[src/rtl/ctl_bit_pkg.sv]
package ctl_bit_pkg;
  localparam int WORD_W   = 32;
  localparam int N_BITS   = 4;
  localparam int N_DRV    = 2;
  // word bit positions decoded by the unit
  localparam int POS_CRY  = 10;
  localparam int POS_TGT  = 9;
  localparam int POS_ACK  = 6;
  localparam int POS_ATN  = 3;
  localparam int POS_SATN = 24;
  // indices into the packed state vector
  localparam int IX_ATN   = 0;
  localparam int IX_ACK   = 1;
  localparam int IX_TGT   = 2;
  localparam int IX_CRY   = 3;
  localparam int OP_W     = 3;

  typedef enum logic [OP_W-1:0] {
    OP_SEL  = 3'd0,
    OP_DISC = 3'd1,
    OP_WAIT = 3'd2,
    OP_SET  = 3'd3,
    OP_CLR  = 3'd4
  } io_op_e;

  function automatic logic [N_BITS-1:0] f_mask(input logic [WORD_W-1:0] w);
    logic [N_BITS-1:0] m;
    m = '0;
    m[IX_CRY] = w[POS_CRY];
    m[IX_TGT] = w[POS_TGT];
    m[IX_ACK] = w[POS_ACK];
    m[IX_ATN] = w[POS_ATN];
    return m;
  endfunction

  function automatic logic f_is_io(input logic [OP_W-1:0] op);
    return op <= OP_CLR;
  endfunction

  function automatic logic f_illegal(input logic [OP_W-1:0] op, input logic satn,
                                     input logic tgt);
    return f_is_io(op) && satn && !(op == OP_SEL && !tgt);
  endfunction

  function automatic logic [N_BITS-1:0] f_apply(input logic [N_BITS-1:0] cur,
                                                input logic [N_BITS-1:0] m,
                                                input logic set_not_clr);
    return set_not_clr ? (cur | m) : (cur & ~m);
  endfunction
endpackage

[src/rtl/ctl_bit_decode.sv]
module ctl_bit_decode
  import ctl_bit_pkg::*;
#(
  parameter int W = WORD_W
) (
  input  logic              vld,
  input  logic [OP_W-1:0]   op,
  input  logic [W-1:0]      word,
  input  logic [N_BITS-1:0] cur,
  output logic              illegal_ev,
  output logic              sel_atn_ev,
  output logic              upd_en,
  output logic [N_BITS-1:0] nxt
);
  logic setclr_ev;
  logic unused_word;

  // reserved and type bits are not decoded here
  assign unused_word = ^{word[W-1:POS_SATN+1], word[POS_SATN-1:POS_CRY+1],
                         word[POS_TGT-1:POS_ACK+1], word[POS_ACK-1:POS_ATN+1],
                         word[POS_ATN-1:0]};

  always_comb begin
    illegal_ev = vld && f_illegal(op, word[POS_SATN], cur[IX_TGT]);
    sel_atn_ev = vld && (op == OP_SEL) && !cur[IX_TGT] && word[POS_SATN];
    setclr_ev  = vld && !illegal_ev && ((op == OP_SET) || (op == OP_CLR));
    upd_en     = setclr_ev || sel_atn_ev;
    if (sel_atn_ev) begin
      nxt = cur;
      nxt[IX_ATN] = 1'b1;
    end else begin
      nxt = f_apply(cur, f_mask(word), op == OP_SET);
    end
  end
endmodule

[src/rtl/ctl_bit_regs.sv]
module ctl_bit_regs
  import ctl_bit_pkg::*;
#(
  parameter int N = N_BITS
) (
  input  logic         clk,
  input  logic         rst_n,
  input  logic         upd_en,
  input  logic [N-1:0] nxt,
  input  logic         illegal_ev,
  output logic [N-1:0] state_q,
  output logic         irq_q
);
  always_ff @(posedge clk) begin
    if (!rst_n) begin
      state_q <= '0;
      irq_q   <= 1'b0;
    end else begin
      irq_q <= illegal_ev;
      if (upd_en) state_q <= nxt;
    end
  end
endmodule

[src/rtl/ctl_bit_drive.sv]
module ctl_bit_drive #(
  parameter int NDRV = 2
) (
  input  logic [NDRV-1:0] latched,
  input  logic            tgt,
  input  logic            loopback,
  output logic [NDRV-1:0] drv
);
  logic allow;
  assign allow = !tgt || loopback;

  for (genvar g = 0; g < NDRV; g++) begin : g_drv
    assign drv[g] = latched[g] && allow;
  end
endmodule

[src/rtl/ctl_bit_unit.sv]
module ctl_bit_unit
  import ctl_bit_pkg::*;
(
  input  logic              clk,
  input  logic              rst_n,
  input  logic              instr_vld,
  input  logic [2:0]        io_op,
  input  logic [31:0]       instr_word,
  input  logic              loopback_en,
  output logic              carry_q,
  output logic              target_q,
  output logic              ack_q,
  output logic              atn_q,
  output logic              ack_drive,
  output logic              atn_drive,
  output logic              illegal_irq
);
  logic [N_BITS-1:0] state_q;
  logic [N_BITS-1:0] nxt;
  logic              upd_en;
  logic              illegal_ev;
  logic              sel_atn_ev;
  logic [N_DRV-1:0]  drv;

  ctl_bit_decode #(.W(WORD_W)) u_dec (
    .vld        (instr_vld),
    .op         (io_op),
    .word       (instr_word),
    .cur        (state_q),
    .illegal_ev (illegal_ev),
    .sel_atn_ev (sel_atn_ev),
    .upd_en     (upd_en),
    .nxt        (nxt)
  );

  ctl_bit_regs #(.N(N_BITS)) u_regs (
    .clk        (clk),
    .rst_n      (rst_n),
    .upd_en     (upd_en),
    .nxt        (nxt),
    .illegal_ev (illegal_ev),
    .state_q    (state_q),
    .irq_q      (illegal_irq)
  );

  ctl_bit_drive #(.NDRV(N_DRV)) u_drv (
    .latched  ({state_q[IX_ACK], state_q[IX_ATN]}),
    .tgt      (state_q[IX_TGT]),
    .loopback (loopback_en),
    .drv      (drv)
  );

  assign carry_q   = state_q[IX_CRY];
  assign target_q  = state_q[IX_TGT];
  assign ack_q     = state_q[IX_ACK];
  assign atn_q     = state_q[IX_ATN];
  assign ack_drive = drv[1];
  assign atn_drive = drv[0];
endmodule

[config.mk]
export PLATFORM = sky130hd
export DESIGN_NAME = ctl_bit_unit
export DESIGN_NICKNAME = d
export VERILOG_FILES = /design/src/rtl/ctl_bit_pkg.sv /design/src/rtl/ctl_bit_decode.sv /design/src/rtl/ctl_bit_regs.sv /design/src/rtl/ctl_bit_drive.sv /design/src/rtl/ctl_bit_unit.sv
export SDC_FILE = /design/constraint.sdc
export NUM_CORES = 1
export LEC_CHECK = 0
export ABC_CLOCK_PERIOD_IN_PS = 1400
export CAP_MARGIN = 15
export CORE_AREA = 5 5 42 44
export CTS_CLUSTER_DIAMETER = 40
export DETAILED_ROUTE_END_ITERATION = 7
export DIE_AREA = 0 0 47 49
export DONT_BUFFER_PORTS = 1
export SLEW_MARGIN = 20
export SYNTH_ARGS = -nofsm -noshare
export SYNTH_HDL_FRONTEND = slang
export SYNTH_SLANG_ARGS = --single-unit
[constraint.sdc]
create_clock -name clk -period 1.4 [get_ports clk]
set_clock_uncertainty 0.15 [all_clocks]
set_input_delay 0.28 -clock clk [delete_from_list [all_inputs] [get_ports clk]]
set_output_delay 0.28 -clock clk [all_outputs]
set_load 0.01 [all_outputs]
==> impl_metrics.py <==
metrics = {
    "clock_network": {
        "post_cts_resized": 1,
        "clkSlewWorstSetupHoldPaths_ns": 0.05,
        "clock-root-buffer": "clkbuf_4",
        "cts_hold_buf": 0,
        "insertion_delay_ns": 0.24,
        "clock-sinks": 5,
        "numCtsBuffers": 3,
        "cts_setup_buffers": 0,
        "h-tree-depth": 1,
        "cts_buffer_depth": 2,
        "tritoncts": "done",
    },
    "finish": {
        "fin_cells": 52,
        "final_cell_mix": "o21ai_0 (4), dfxtp_1 (4), nand3b_1 (3), a21oi_1 (3), clkbuf_4 (3)",
        "syn_to_final_growth_pct": 15.4,
        "num_antenna_cells": 0,
        "drive_gt1_share_pct": 13.9,
        "fillers": 173,
        "layout.nets": 76,
    },
    "detailed_routing": {
        "routedWlPerCell_um": 15.5,
        "ant_nets": 0,
        "vias": 292,
        "routed_wl_um": 808,
        "firstDrtPassIters": 4,
        "drtIter0Drc": 9,
        "drc": 0,
        "via_per_inst": 5.62,
    },
    "global_routing": {
        "grt-busiest-layer": "met2",
        "grt_max_degree": 10,
        "antenna_found_initial": 0,
        "grt_overflow": 0,
        "grt_pass1_vias": 293,
        "use_met1_pct": 7.91,
        "grtUsageMet3_pct": 3.69,
        "grt_pass1_wl_um": 1280,
        "grt_use_met2_pct": 12.0,
        "gr-usage-all-layers_pct": 8.03,
    },
    "sta": {
        "relSlewSlack_pct": 77.6,
        "fmax_mhz": 761,
        "tns_ns": 0,
        "period_needed_ns": 1.31,
        "period_share_pct": 93.9,
        "rsz0062_at_grt": "false",
        "finalHoldViolations": 0,
        "setup_violations": 0,
        "tightestPinTransition_ns": 0.333,
        "report.final.slew_viol_count": 0,
    },
    "critical_path": {
        "crit_path_end_kind": "output pin",
        "path_cells": "nand2b_1 -> and2_1",
        "critical_path_arrival_ns": 0.88,
        "critPathLaunchType": "register",
        "cp_data_required_time_ns": 0.97,
        "cp_max_fo": 4,
        "critPathBufInv": 0,
        "crit_type": "reg2out",
        "cpLargestDelayFamily": "flip-flops",
        "max_stage_delay_ns": 0.38,
        "slowest_stage": "dfxtp_2",
    },
    "yosys": {
        "ys_ff_latch": 5,
        "synth_top_area_share_pct": 36.2,
        "synthesis.area_sq_um": 277,
        "syn_avg_cell_area_sq_um": 8.38,
        "yosys_warnings": 0,
        "ys_top_cells_by_area": "dfxtp_1 (36%), nand3b_1 (8.1%), o21ai_0 (7.2%), nand4b_1 (6.3%), or3b_1 (6.3%)",
        "synth.net_count": 72,
        "ys_seq_area_share_pct": 36.2,
        "synth_area_leader_cell": "dfxtp_1",
        "syn_inst": 33,
        "synthDistinctLibCells": 19,
    },
    "power": {
        "p_leak_nw": 0.102,
        "p_per_area_mw_per_mm2": 1060,
        "ir_drop_mv": 0.280,
    },
    "die": {
        "die_x_um": 47,
        "dieArea_sq_mm": 0.00230,
        "rows": 14,
        "core_sq_mm": 0.00140,
        "initial_core_util_pct": 19.7,
        "ios": 46,
        "die_h_um": 49,
    },
    "status": {
        "status": "finished clean",
    },
    "place": {
        "gp_congestion": 0.698,
        "portBuffers": 0,
        "dp.cells": 48,
    },
    "flow_run": {
        "maxCapViolCount": 0,
    },
    "worst_hold_path": {
        "hold_class": "in2reg",
    },
}
## synth_stat cells
cell type,n
nand4b_1,2
a31oi_1,1
inv_1,1
and2_1,2
nand4_1,1
nand3_1,1
nor4_1,1
nand2_1,1
buf_2,1
a21oi_1,3
o21ai_0,4
o31ai_1,1
dfxtp_1,5
and3b_2,1
or2b_1,1
nand3b_1,3
nand2b_1,1
nor2_1,1
or3b_1,2
## logic make-up (layout without fill, tap and decap cells)
family          count (synthesis)  count (layout)  synth area share, %
compound gates                  9               9                 17.6
buf+inv                         2               5                 3.16
flops                           5               5                 36.2
simple gates                   17              17                 43.0
## metal layers
| layer | up-vias | part of all wire (%) |
|---|---|---|
| li1 | 130 | - |
| met1 | 136 | 34 |
| met2 | 22 | 49 |
| met3 | 4 | 14 |
| met4 | 0 | 3.1 |
| met5 | - | 0 |
## worst paths after layout
path,start,end,slack [ns],cells past startpoint
worst min-delay path,instr_word[24],u_regs.irq_q,0.02,2
worst max register to register,register,u_regs.state_q[0],0.21,3
worst min register to register,register,register,0.39,2
worst max-delay path,register,atn_drive,0.09,2
## power by group
part | internal [mW] | total [mW] | switching [mW]
combinational | 0.0105 | 0.0202 | 0.00962
sequential | 0.146 | 0.149 | 0.00349
clock | 0.108 | 0.169 | 0.0608
## final cells by class
type | count | area (sq um) | share of cell area (%)
flip-flops and latches | 5 | 101 | 31.8
inverters | 1 | 3.75 | 1.18
multi-input cells | 26 | 168 | 52.5
well taps | 16 | 20.0 | 6.27
clock buffers | 4 | 26.3 | 8.24
## metrics by stage
stage | util [%] | worst slack (ns) | hold slack, ns | power, mW | area, sq um
after floorplan | - | 0.126 | 0.258 | 0.172 | 277
after global placement | 20.8 | 0.0675 | 0.268 | 0.172 | 292
after detailed placement | 20.8 | 0.0216 | 0.269 | 0.172 | 292
after CTS | 22.8 | 0.0678 | 0.0116 | 0.343 | 319
after global routing | 22.8 | 0.00959 | 0.000388 | 0.363 | 319
final | 22.8 | 0.0856 | 0.0157 | 0.338 | 319
No activity file was read; power rests on OpenSTA's default activity.
